===== src/rtl/ecc_cap_pkg.sv =====
package ecc_cap_pkg;
  localparam int REG_W     = 32;
  localparam int ADDR_W    = 32;
  localparam int SYN_W     = 8;
  localparam int ADDR_HI_W = 19;
  localparam int BE_W      = REG_W / 8;

  localparam int SBE_B       = 0;
  localparam int MBE_B       = 1;
  localparam int NMI_EN_B    = 2;
  localparam int BERR_EN_B   = 3;
  localparam int SYN_LSB     = 4;
  localparam int AHI_LSB     = SYN_LSB + SYN_W;
  localparam int SCRUB_DIS_B = AHI_LSB + ADDR_HI_W;

  typedef enum logic [1:0] {
    ST_IDLE = 2'b00,
    ST_SBE  = 2'b01,
    ST_MBE  = 2'b10
  } stat_e;

  typedef struct packed {
    logic scrub_dis;
    logic berr_en;
    logic nmi_en;
  } ctrl_t;
endpackage


===== src/rtl/ecc_cap_ctrl.sv =====
module ecc_cap_ctrl
  import ecc_cap_pkg::*;
(
  input  logic             clk_i,
  input  logic             rst_ni,
  input  logic             wr_en_i,
  input  logic [BE_W-1:0]  wr_be_i,
  input  logic [REG_W-1:0] wr_data_i,
  output ctrl_t            ctrl_o
);
  localparam int NB = 3;
  localparam int POS [NB] = '{SCRUB_DIS_B, BERR_EN_B, NMI_EN_B};

  logic [NB-1:0] bits_q;

  for (genvar g = 0; g < NB; g++) begin : g_bit
    localparam int P = POS[g];
    always_ff @(posedge clk_i or negedge rst_ni) begin
      if (!rst_ni)                       bits_q[NB-1-g] <= 1'b0;
      else if (wr_en_i && wr_be_i[P/8])  bits_q[NB-1-g] <= wr_data_i[P];
    end
  end

  assign ctrl_o = ctrl_t'(bits_q);

  p_lane_gate_r8: assert property (@(posedge clk_i) disable iff (!rst_ni)
    !(wr_en_i && wr_be_i[SCRUB_DIS_B/8]) |=> $stable(ctrl_o.scrub_dis));
endmodule


===== src/rtl/ecc_cap_log.sv =====
module ecc_cap_log
  import ecc_cap_pkg::*;
(
  input  logic                 clk_i,
  input  logic                 rst_ni,
  input  logic                 sbe_i,
  input  logic                 mbe_i,
  input  logic [ADDR_W-1:0]    addr_i,
  input  logic [SYN_W-1:0]     syn_i,
  input  logic                 clr_i,
  output stat_e                stat_o,
  output logic [ADDR_HI_W-1:0] addr_hi_o,
  output logic [SYN_W-1:0]     syn_o
);
  stat_e                stat_q;
  logic [ADDR_HI_W-1:0] addr_q;
  logic [SYN_W-1:0]     syn_q;
  logic                 err, armed;

  assign err   = sbe_i | mbe_i;
  assign armed = (stat_q == ST_IDLE) | clr_i;

  always_ff @(posedge clk_i or negedge rst_ni) begin
    if (!rst_ni) begin
      stat_q <= ST_IDLE;
      addr_q <= '0;
      syn_q  <= '0;
    end else if (err && armed) begin
      stat_q <= mbe_i ? ST_MBE : ST_SBE;
      addr_q <= addr_i[ADDR_W-1 -: ADDR_HI_W];
      syn_q  <= syn_i;
    end else if (clr_i) begin
      stat_q <= ST_IDLE;
    end
  end

  assign stat_o    = stat_q;
  assign addr_hi_o = addr_q;
  assign syn_o     = syn_q;

  p_hold_record_r5: assert property (@(posedge clk_i) disable iff (!rst_ni)
    (stat_q != ST_IDLE && !clr_i) |=> ($stable(addr_q) && $stable(syn_q) && $stable(stat_q)));
  p_mbe_wins_r4: assert property (@(posedge clk_i) disable iff (!rst_ni)
    (sbe_i && mbe_i && stat_q == ST_IDLE) |=> stat_q == ST_MBE);
  p_clear_idle_r6: assert property (@(posedge clk_i) disable iff (!rst_ni)
    (clr_i && !err) |=> stat_q == ST_IDLE);
  p_flags_excl_r4: assert property (@(posedge clk_i) disable iff (!rst_ni)
    stat_q != 2'b11);
endmodule


===== src/rtl/ecc_cap_irq.sv =====
module ecc_cap_irq
  import ecc_cap_pkg::*;
(
  input  logic  clk_i,
  input  logic  rst_ni,
  input  stat_e stat_i,
  input  ctrl_t ctrl_i,
  input  logic  sbe_i,
  input  logic  mbe_i,
  output logic  nmi_o,
  output logic  bus_err_o,
  output logic  scrub_en_o
);
  assign nmi_o      = (stat_i == ST_SBE) & ctrl_i.nmi_en;
  assign bus_err_o  = (stat_i == ST_MBE) & ctrl_i.berr_en;
  assign scrub_en_o = sbe_i & ~mbe_i & ~ctrl_i.scrub_dis;

  p_no_scrub_mbe_r11: assert property (@(posedge clk_i) disable iff (!rst_ni)
    mbe_i |-> !scrub_en_o);
  p_irq_excl_r9: assert property (@(posedge clk_i) disable iff (!rst_ni)
    !(nmi_o && bus_err_o));
endmodule


===== src/rtl/ecc_err_capture.sv =====
module ecc_err_capture
  import ecc_cap_pkg::*;
(
  input  logic        clk_i,
  input  logic        rst_ni,
  input  logic        sbe_i,
  input  logic        mbe_i,
  input  logic [31:0] err_addr_i,
  input  logic [7:0]  err_syn_i,
  input  logic        wr_en_i,
  input  logic [3:0]  wr_be_i,
  input  logic [31:0] wr_data_i,
  output logic [31:0] rd_data_o,
  output logic        nmi_o,
  output logic        bus_err_o,
  output logic        scrub_en_o
);
  ctrl_t                ctrl;
  stat_e                stat;
  logic [ADDR_HI_W-1:0] addr_hi;
  logic [SYN_W-1:0]     syn;
  logic                 clr;

  // both flags must be written 1 together to re-arm
  assign clr = wr_en_i & wr_be_i[0] & wr_data_i[MBE_B] & wr_data_i[SBE_B];

  ecc_cap_ctrl i_ctrl (
    .clk_i, .rst_ni, .wr_en_i, .wr_be_i, .wr_data_i, .ctrl_o(ctrl)
  );

  ecc_cap_log i_log (
    .clk_i, .rst_ni, .sbe_i, .mbe_i,
    .addr_i(err_addr_i), .syn_i(err_syn_i), .clr_i(clr),
    .stat_o(stat), .addr_hi_o(addr_hi), .syn_o(syn)
  );

  ecc_cap_irq i_irq (
    .clk_i, .rst_ni, .stat_i(stat), .ctrl_i(ctrl), .sbe_i, .mbe_i,
    .nmi_o, .bus_err_o, .scrub_en_o
  );

  assign rd_data_o = {ctrl.scrub_dis, addr_hi, syn, ctrl.berr_en, ctrl.nmi_en, stat};

  p_clear_and_err_r7: assert property (@(posedge clk_i) disable iff (!rst_ni)
    (clr && (sbe_i || mbe_i)) |=> rd_data_o[1:0] != 2'b00);
  p_nmi_needs_en_r9: assert property (@(posedge clk_i) disable iff (!rst_ni)
    nmi_o |-> (rd_data_o[NMI_EN_B] && rd_data_o[SBE_B]));
  p_berr_needs_en_r10: assert property (@(posedge clk_i) disable iff (!rst_ni)
    bus_err_o |-> (rd_data_o[BERR_EN_B] && rd_data_o[MBE_B]));
endmodule


===== config.mk =====
export PLATFORM = sky130hd
export DESIGN_NAME = ecc_err_capture
export DESIGN_NICKNAME = d
export VERILOG_FILES = /design/src/rtl/ecc_cap_pkg.sv /design/src/rtl/ecc_cap_ctrl.sv /design/src/rtl/ecc_cap_log.sv /design/src/rtl/ecc_cap_irq.sv /design/src/rtl/ecc_err_capture.sv
export SDC_FILE = /design/constraint.sdc
export NUM_CORES = 1
export LEC_CHECK = 0
export BUFFER_PORTS_ARGS = -buffer_cell sky130_fd_sc_hd__buf_2
export CAP_MARGIN = 25
export CELL_PAD_IN_SITES_DETAIL_PLACEMENT = 1
export CELL_PAD_IN_SITES_GLOBAL_PLACEMENT = 1
export CORE_MARGIN = 2
export CORE_UTILIZATION = 27
export DETAILED_ROUTE_END_ITERATION = 16
export HOLD_SLACK_MARGIN = 0.02
export MAX_ROUTING_LAYER = met4
export PLACE_DENSITY_LB_ADDON = 0.25
export SYNTH_ARGS = -nofsm -noshare
export SYNTH_HDL_FRONTEND = slang
export SYNTH_HIERARCHICAL = 1
export SYNTH_SLANG_ARGS = --single-unit
export TNS_END_PERCENT = 1

===== constraint.sdc =====
create_clock -name clk_i -period 1.4 [get_ports clk_i]
set_input_delay 0.28 -clock clk_i [delete_from_list [all_inputs] [get_ports clk_i]]
set_output_delay 0.28 -clock clk_i [all_outputs]
set_load 0.005 [all_outputs]

### Word-level counts from Yosys, hierarchy flattened

Index checks and enable logic that the tools add are counted.

| operators by class | value |
|---|---|
| eq/ne operators | 2 |
| multiplexer cells | 3 |
| bitwise gates (word level) | 11 |
| reduce and logical (&&, ||, !) cells | 5 |

Operators with widths:

| kind | count |
|---|---|
| bitwise AND 1 bit | 7 |
| two-way mux 2 bit | 3 |
| logical AND 1 bit | 3 |
| == test 2 x 1 -> 1 bit, second input constant | 1 |
| == test 2 bit, second input constant | 1 |
| zero test 2 bit | 1 |
| inverter 1 bit | 2 |
| bitwise OR 1 bit | 2 |
| nonzero test 2 bit | 1 |

| storage, ports and cells | value |
|---|---|
| bits in registers | 32 |
| input bits | 81 |
| output and inout bits | 35 |
| word-level logic and storage cells | 27 |

### Depth between registers and ports, before layout

Gate-level depths: netlist of the first run.

| depth | value |
|---|---|
| depth in word-level cells | 6 |
| mapped depth | 4 |
| gate-level depth less buffers | 4 |

### Hierarchy

Netlist of the first run, hierarchy kept.

By module, submodules not included:

| module | times used | cells each | area an instance (µm²) | sequential area each (µm²) |
|---|---|---|---|---|
| ecc_cap_log | 1 | 66 | 1126.1 | 725.7 |
| ecc_cap_ctrl | 1 | 8 | 130.1 | 75.1 |
| ecc_cap_irq | 1 | 3 | 30.0 | 0.0 |
| ecc_err_capture | 1 | 1 | 8.8 | 0.0 |

### Least setup slack after synthesis of the first run

OpenSTA, ideal clock, no wires.

| path | value |
|---|---|
| kind | in2reg |
| start point | in wr_data_i[1] |
| end point | reg i_log.addr_q[0], in the netlist i_log/addr_hi_o[0] |
| data arrival time | 1.280 ns |
| required time | 1.275 ns |
| slack | -0.005 ns |
| stages | 4 |
| cell sequence | and4_1 > o22ai_4 > buf_8 > mux2_2 |

| on the way | value |
|---|---|
| word-level cells in the longest chain between the ends | 4 |

RTL lines:

| item | line | source |
|---|---|---|
| from (decl) | ecc_err_capture.sv:12 | `input logic [31:0] wr_data_i,` |
| bitwise AND 1 bit (2 in series) | ecc_err_capture.sv:25 | `assign clr = wr_en_i & wr_be_i[0] & wr_data_i[MBE_B] & wr_data_i[SBE_B];` |
| bitwise OR 1 bit | ecc_cap_log.sv:21 | `assign armed = (stat_q == ST_IDLE) \| clr_i;` |
| logical AND 1 bit | ecc_cap_log.sv:28 | `end else if (err && armed) begin` |
| to (signal assigned) | ecc_cap_log.sv:30 | `addr_q <= addr_i[ADDR_W-1 -: ADDR_HI_W];` |
| to (decl) | ecc_cap_log.sv:16 | `logic [ADDR_HI_W-1:0] addr_q;` |

Every way passes these cells.
A chain may end at the register's enable or synchronous reset.

### Worst setup path after layout of the first run

| path | value |
|---|---|
| start point | reg i_log.stat_q[1], in the netlist i_log/stat_o[1] |
| end point | out nmi_o |

| on the way | value |
|---|---|
| word-level cells in the longest chain between the ends | 2 |

RTL lines:

| item | line | source |
|---|---|---|
| from (decl) | ecc_cap_log.sv:15 | `stat_e stat_q;` |
| from (signal assigned) | ecc_cap_log.sv:29 | `stat_q <= mbe_i ? ST_MBE : ST_SBE;` |
| == test 2 x 1 -> 1 bit | ecc_cap_irq.sv:14 | `assign nmi_o = (stat_i == ST_SBE) & ctrl_i.nmi_en;` |
| bitwise AND 1 bit | ecc_cap_irq.sv:14 |  |
| to (decl) | ecc_err_capture.sv:14 | `output logic nmi_o,` |

Every way passes these cells.

==> results of run 1 <==
-- cells by family after synthesis --
kind of cell	share of synthesized area (%)
flip-flops	61.84
multiplexers	27.54
AND/OR/NAND/NOR	6.765
buffers and inverters	2.319
AO/OA/AOI/OAI	1.546
-- registers in the layout, summed over array words and instances, names as in the netlist --
name / count
i_log/stat_o: 2
i_ctrl/ctrl_o: 3
i_log/addr_hi_o: 19
i_log/syn_o: 8
-- worst max path at each step --
stage / startpoint / endpoint / slack, ns / cells past startpoint
6_report: i_log/stat_o[1] / nmi_o / 0.04 / 3
5_1_grt: i_log/stat_o[1] / nmi_o / -0.04 / 3
4_1_cts: i_log/stat_o[1] / nmi_o / 0.006 / 3
3_5_place_dp: wr_data_i[1] / i_log/addr_hi_o[5] / -0.07 / 5
3_3_place_gp: wr_data_i[1] / i_log/addr_hi_o[10] / -0.04 / 5
2_1_floorplan: wr_data_i[1] / i_log/addr_hi_o[0] / 0.02 / 4
-- stage by stage --
stage	setup WS, ns	TNS, ns
3_3_place_gp	-0.04111	-0.8546
3_5_place_dp	-0.06688	-1.288
2_1_floorplan	0.02392	0
4_1_cts	0.006137	0
6_report	0.03541	0
5_1_grt	-0.03889	-0.04228
-- power by group through the flow --
stage	Sequential (mW)	Combinational [mW]	Clock, mW
detailed placement	1.58	1.18	0
CTS	1.56	1.19	0.753
floorplan	1.61	0.494	0
global placement	1.54	1.12	0
global route	1.62	1.27	0.800
finish	1.55	1.15	0.723
-- cell type report --
type	instances	area, um^2
Fill cell	520	2791
Tap cell	54	67.56
Clock inverter	2	10.01
Multi-Input combinational cell	44	464.2
Clock buffer	6	82.58
Timing Repair Buffer	81	444.2
Sequential cell	32	800.8
-- repair_timing --
action                     4_1_cts  5_1_grt
resized for setup                0        1
pin swaps                        0        1
setup endpoints to repair        1       15
setup buffers                    1        0
hold endpoints to repair        14        0
hold buffers                     1        0
-- synth_stat cells --
cell / count
dfrtp_1: 32
mux2_4: 5
nor2_2: 1
o22ai_4: 1
nand2b_1: 1
and4_1: 1
or2b_1: 1
nand3b_1: 1
and3b_1: 2
nand2_1: 4
nor3b_2: 1
mux2_2: 25
buf_8: 2
nand2_2: 1
-- placed cells by master (no fill, tap or decap) --
cell type      netlist  final
nand2b_1             1      1
nor3b_2              1      1
o22ai_4              1      1
nand3b_1             1      1
nand2_2              1      1
nand2_1              4      4
mux2_4               5      5
dfrtp_1             32     32
mux2_2              25     25
clkbuf_8             0      6
or2b_1               1      1
dlygate4sd3_1        0      1
buf_6                0      1
buf_2                0     73
clkinv_2             0      2
and3b_1              2      2
buf_4                0      5
and4_1               1      1
nor2_2               1      1
buf_12               0      1
-- routing by layer --
metal	track usage, %	vias to the layer above	wire, um
li1	-	442	-
met1	13.87	448	1233
met2	20.92	48	1465
met3	4.390	2	258
met4	6.173	0	20
met5	-	-	0
-- critical path, cell delays in order, from the launching register on --
cell     delay (ns)
dfrtp_1        0.39
buf_6          0.12
and3b_1        0.19
buf_2          0.10
==> summary.txt, run 1 <==
Route
  • Iter 0 DRT Violations: 20
  • # DRC: 0
  • First drt pass iteration count: 3
  • Drt wl/cell: 13.60 um
  • Post-DR vias/cell: 4.292
  • Total wire length: 2.978 mm
  • Via count: 940
  • Detail Route Antenna Nets: 0

Synth
  • Synth area leader: dfrtp_1
  • Syn_nets: 159
  • Largest cells by area after synthesis: dfrtp_1, mux2_2, mux2_4
  • Post-synth cell types: 14
  • Share of the synthesized area in the top cell type: 61.84%
  • Synth warnings: 6
  • Sequential-to-total area share from yosys stat: 61.84%
  • Syn Std Cell Area: 1295 um^2
  • Synth Instances: 78
  • Mapped Avg Cell Area: 16.60 um^2
  • Yosys reg bits: 32

Clock network
  • Register clock-pin slew on the reported worst setup and hold paths: 0.07 ns
  • Clk_lat worst skew: 0.28 ns
  • Num Clock Sinks: 32
  • Cts bufs inserted: 5
  • Root buf cell: clkbuf_8
  • H-tree depth reported by CTS: 2
  • Bufs on Longest Clock Path: 2
  • CTS tree: built

Timing
  • Minimum clock period: 1.365 ns
  • Fin. max-slew vios: 0
  • Relative max-transition margin: 77.00%
  • RSZ-0062 raised after global routing: true
  • Period utilisation layout: 97.47%
  • Fmax: 732.8 MHz
  • Setup violations, final: 0
  • Fin Hold WS: 0.2291 ns
  • Final hold vios: 0
  • Fin Clk Skew: 0.003789 ns
  • Worst Tran Pin Value: 0.3450 ns

Power and ir drop
  • Sequential Power Share: 45.3%
  • Internal power: 2.461 mW
  • Switch Pwr: 961.7 uW
  • Worst vdd ir: 635.9 uV
  • Clk network pwr share: 21.1%
  • Total power divided by cell area: 1831 nW/um^2
  • Logic pwr share: 33.6%
  • Pwr Total: 3.423 mW
  • Switching Share: 28.09%
  • Leak: 0.9660 nW

Worst setup path
  • Reg-to-Reg End: i_log/addr_hi_o[9]
  • Worst Setup Path Type: register to output port
  • Critical Path Fanout Max: 4
  • Critical Path Sink Type: output port
  • Req. time, crit path: 1.12 ns
  • Worst flop-to-flop path startpoint: i_log/stat_o[1]
  • Reg2Reg Depth: 5
  • Crit path launch type: register
  • Flop-to-flop setup slack: 0.06 ns
  • Crit path DAT: 1.08 ns

Global route
  • Largest net degree at the start of global routing: 25
  • GRT Total Usage: 12.80%
  • Vias in the first global route: 1104
  • Gr ovfl total: 0
  • Initial antenna violation count: 0
  • First-pass GRT wire length: 4.926 mm

Status
  • Status: complete, no violations

Layout
  • Layout Cells excl Fill: 219
  • Layout Nets: 245
  • Area Growth Syn to Fin: 44.35%
  • Number of diodes: 0
  • Share of cells above drive strength 1: 73.94%
  • Core Util, Final: 40.11%
  • Post-route cell area: 1869 um^2

Floorplanning
  • Cell Rows: 25
  • Die Area: 5366 um^2
  • Starting density of the core: 27.79%
  • Die width: 73.26 um
  • # IOs: 116
  • Die height: 73.26 um
  • Core area: 4661 um^2

Place
  • Placed Cells incl. Taps: 209
  • DP Area: 1755 um^2
  • Detailed Place HPWL: 2.345 mm
  • RePlAce Congestion: 0.6299
  • Port-buffer cells: 73

Hold path
  • Worst hold stages: 2
  • Worst Hold Path EP: i_log/syn_o[3]
  • HP Class: input port to register
  • Min-delay src: err_syn_i[3]

Run
  • Max_cap viols: 0
Note: power is estimated with default switching activity, not from simulation.
==> run 2, diff against run 1 <==
Settings changed: GPL_TIMING_DRIVEN from default to 0.
==> run 2 against run 1 <==
Net effect:
- worst hold slack worse by 0.18 ns
- largest power group unchanged
- clock power rose by 32%
- via count is 1.5% higher
- fmax is 3.9% higher
- sequential cell count unchanged
- non-clock buffer count shrank 3
==> summary.txt, run 2 (synthesis gave the netlist of run 1 again) <==
Status
  • Status: complete, no violations

Power and ir drop
  • Total power divided by cell area: 1944 nW/um^2 (+6.1%)
  • Pwr Total: 3.660 mW (+6.9%)
  • Worst vdd ir: 701.1 uV (+10%)
  • Leak: 0.9669 nW (about the same)

Clock network
  • Cts bufs inserted: 5 (unchanged)
  • Clk_lat worst skew: 0.28 ns (about the same)
  • Num Clock Sinks: 32 (unchanged)
  • H-tree depth reported by CTS: 2 (unchanged)
  • Root buf cell: clkbuf_8
  • Cts hold-fix bufs: 0 (-1)
  • Bufs on Longest Clock Path: 2 (unchanged)
  • CTS tree: built
  • Register clock-pin slew on the reported worst setup and hold paths: 0.06 ns (about the same)

Floorplanning
  • Die Area: 5366 um^2 (unchanged)
  • Starting density of the core: 27.79% (unchanged)
  • Cell Rows: 25 (unchanged)
  • Die height: 73.26 um (unchanged)
  • # IOs: 116 (unchanged)
  • Core area: 4661 um^2 (unchanged)
  • Die width: 73.26 um (unchanged)

Layout
  • Share of cells above drive strength 1: 75.31% (+1.4 points)
  • Most common cell after layout, fill and taps aside: buf_2
  • Layout Cells excl Fill: 216 (-1.4%)
  • Area Growth Syn to Fin: 45.41%
  • Number of diodes: 0 (unchanged)
  • Core Util, Final: 40.40% (+0.30 points)
  • Multi-input gate area: 467.9 um^2 (+0.81%)
  • Commonest non-fill, non-tap cells in the layout: buf_2, dfrtp_1, mux2_2, clkbuf_8, mux2_4
  • Max FFs per register: 19 (unchanged)
  • Register area: 803.3 um^2 (+0.31%)
  • Layout Nets: 242 (-1.2%)
  • Fillcell total: 508 (-2.3%)

Route
  • Via count: 954 (+1.5%)
  • Post-DR vias/cell: 4.417 (+2.9%)
  • # DRC: 0 (unchanged)
  • Met3 WL post-DR: 270 um (+4.7%)
  • Drt wl/cell: 13.81 um (+1.5%)
  • First drt pass iteration count: 2 (-1)
  • Detail Route Antenna Nets: 0 (unchanged)
  • Iter 0 DRT Violations: 31 (+55%)
  • Wire length on met2: 1.441 mm (-1.6%)
  • Total wire length: 2.982 mm (+0.13%)
  • Routed metal-1 wire length: 1.238 mm (+0.41%)
  • Top layer reached by signal wires: met4

Timing
  • Fmax: 761.6 MHz (+3.9%)
  • Setup ws final: 0.08694 ns (+0.05152 ns)
  • Minimum clock period: 1.313 ns (-0.05152 ns)
  • Relative max-transition margin: 52.99% (-24 points)
  • RSZ-0062 raised after global routing: false
  • Fin. max-slew vios: 0 (unchanged)
  • Worst Tran Pin Value: 0.7051 ns (+0.3601 ns)
  • Final hold vios: 0 (unchanged)
  • Period utilisation layout: 93.79% (-3.7 points)
  • Setup violations, final: 0 (unchanged)
  • Fin Hold WS: 0.04973 ns (-0.1794 ns)
  • Fin Clk Skew: 0.003411 ns (-0.0003775 ns)

Run
  • Max_cap viols: 0 (unchanged)

Worst setup path
  • Crit path DAT: 1.47 ns (+0.39 ns)
  • Worst Setup Path Type: register to register
  • Critical Path Sink Type: register
  • Critical Path Fanout Max: 10 (+6)
  • Reg-to-Reg End: i_log/addr_hi_o[6]
  • Reg2Reg Depth: 4 (-1)
  • Worst flop-to-flop path startpoint: i_log/stat_o[0]
  • Flop-to-flop setup slack: 0.09 ns (+0.03 ns)
  • Crit path launch type: register
  • Req. time, crit path: 1.56 ns (+0.44 ns)

Place
  • RePlAce Congestion: 0.6417 (+1.9%)
  • Placed Cells incl. Taps: 205 (-1.9%)
  • Pre-CTS WS: -0.2571 ns (-0.1902 ns)
  • Port-buffer cells: 73 (unchanged)
  • Detailed Place HPWL: 2.323 mm (-0.95%)

Hold path
  • HP Class: input port to async pin

Global route
  • Largest net degree at the start of global routing: 33 (+32%)
  • Gr ovfl total: 0 (unchanged)
  • First-pass GRT wire length: 4.926 mm (unchanged)
  • Initial antenna violation count: 0 (unchanged)
  • Vias in the first global route: 1051 (-4.8%)
  • GRT Total Usage: 12.67% (-0.13 points)
-- run 2: critical path, cell delays in order, from the launching register on --
cell and delay, ns:
dfrtp_2 0.40, nor2_2 0.06, o22ai_4 0.20, buf_8 0.19, mux2_2 0.34
-- run 2: what timing repair did --
action / in CTS / in global routing
endpoints found under the setup margin: 20 / 22
gates resized for setup: 0 / 3
pin swaps: 1 / 0
gates cloned: 0 / 0
hold endpoints to repair: 0 / 0
buffers inserted: 3 / 0
-- run 2: worst max-delay path by stage --
stage | startpoint | end | depth (start not counted)
2_1_floorplan | wr_data_i[1] | i_log/addr_hi_o[0] | 4
3_3_place_gp | wr_en_i | i_log/addr_hi_o[9] | 5
3_5_place_dp | wr_en_i | i_log/addr_hi_o[9] | 5
4_1_cts | i_log/stat_o[0] | i_log/addr_hi_o[9] | 4
5_1_grt | i_log/stat_o[0] | i_log/addr_hi_o[7] | 4
6_report | i_log/stat_o[0] | i_log/addr_hi_o[6] | 4
-- run 2: where the power goes --
group | switching (mW) | internal, mW
sequential | 0.211 | 1.35
combinational | 0.422 | 0.722
clock | 0.326 | 0.628
-- run 2: cell type report --
type / instances / share of cell area [%]
multi-input cells: 44 / 24.85
clock buffers: 7 / 5.116
repair buffers: 76 / 20.60
flip-flops and latches: 32 / 42.66
plain buffers: 2 / 1.595
well taps: 54 / 3.588
clock inverters: 1 / 1.595
-- run 2: through the flow --
step	area [um^2]	setup TNS (ns)
final	1883	0
after global routing	1883	0
after CTS	1877	0
after detailed placement	1728	-5.457
after global placement	1728	-4.346
after floorplan	1295	0
-- run 2: layer usage --
| layer | up-vias | GRT usage, % |
|---|---|---|
| met2 | 50 | 20.02 |
| met4 | 0 | 4.938 |
| met5 | - | - |
| li1 | 437 | - |
| met1 | 462 | 14.74 |
| met3 | 5 | 4.527 |
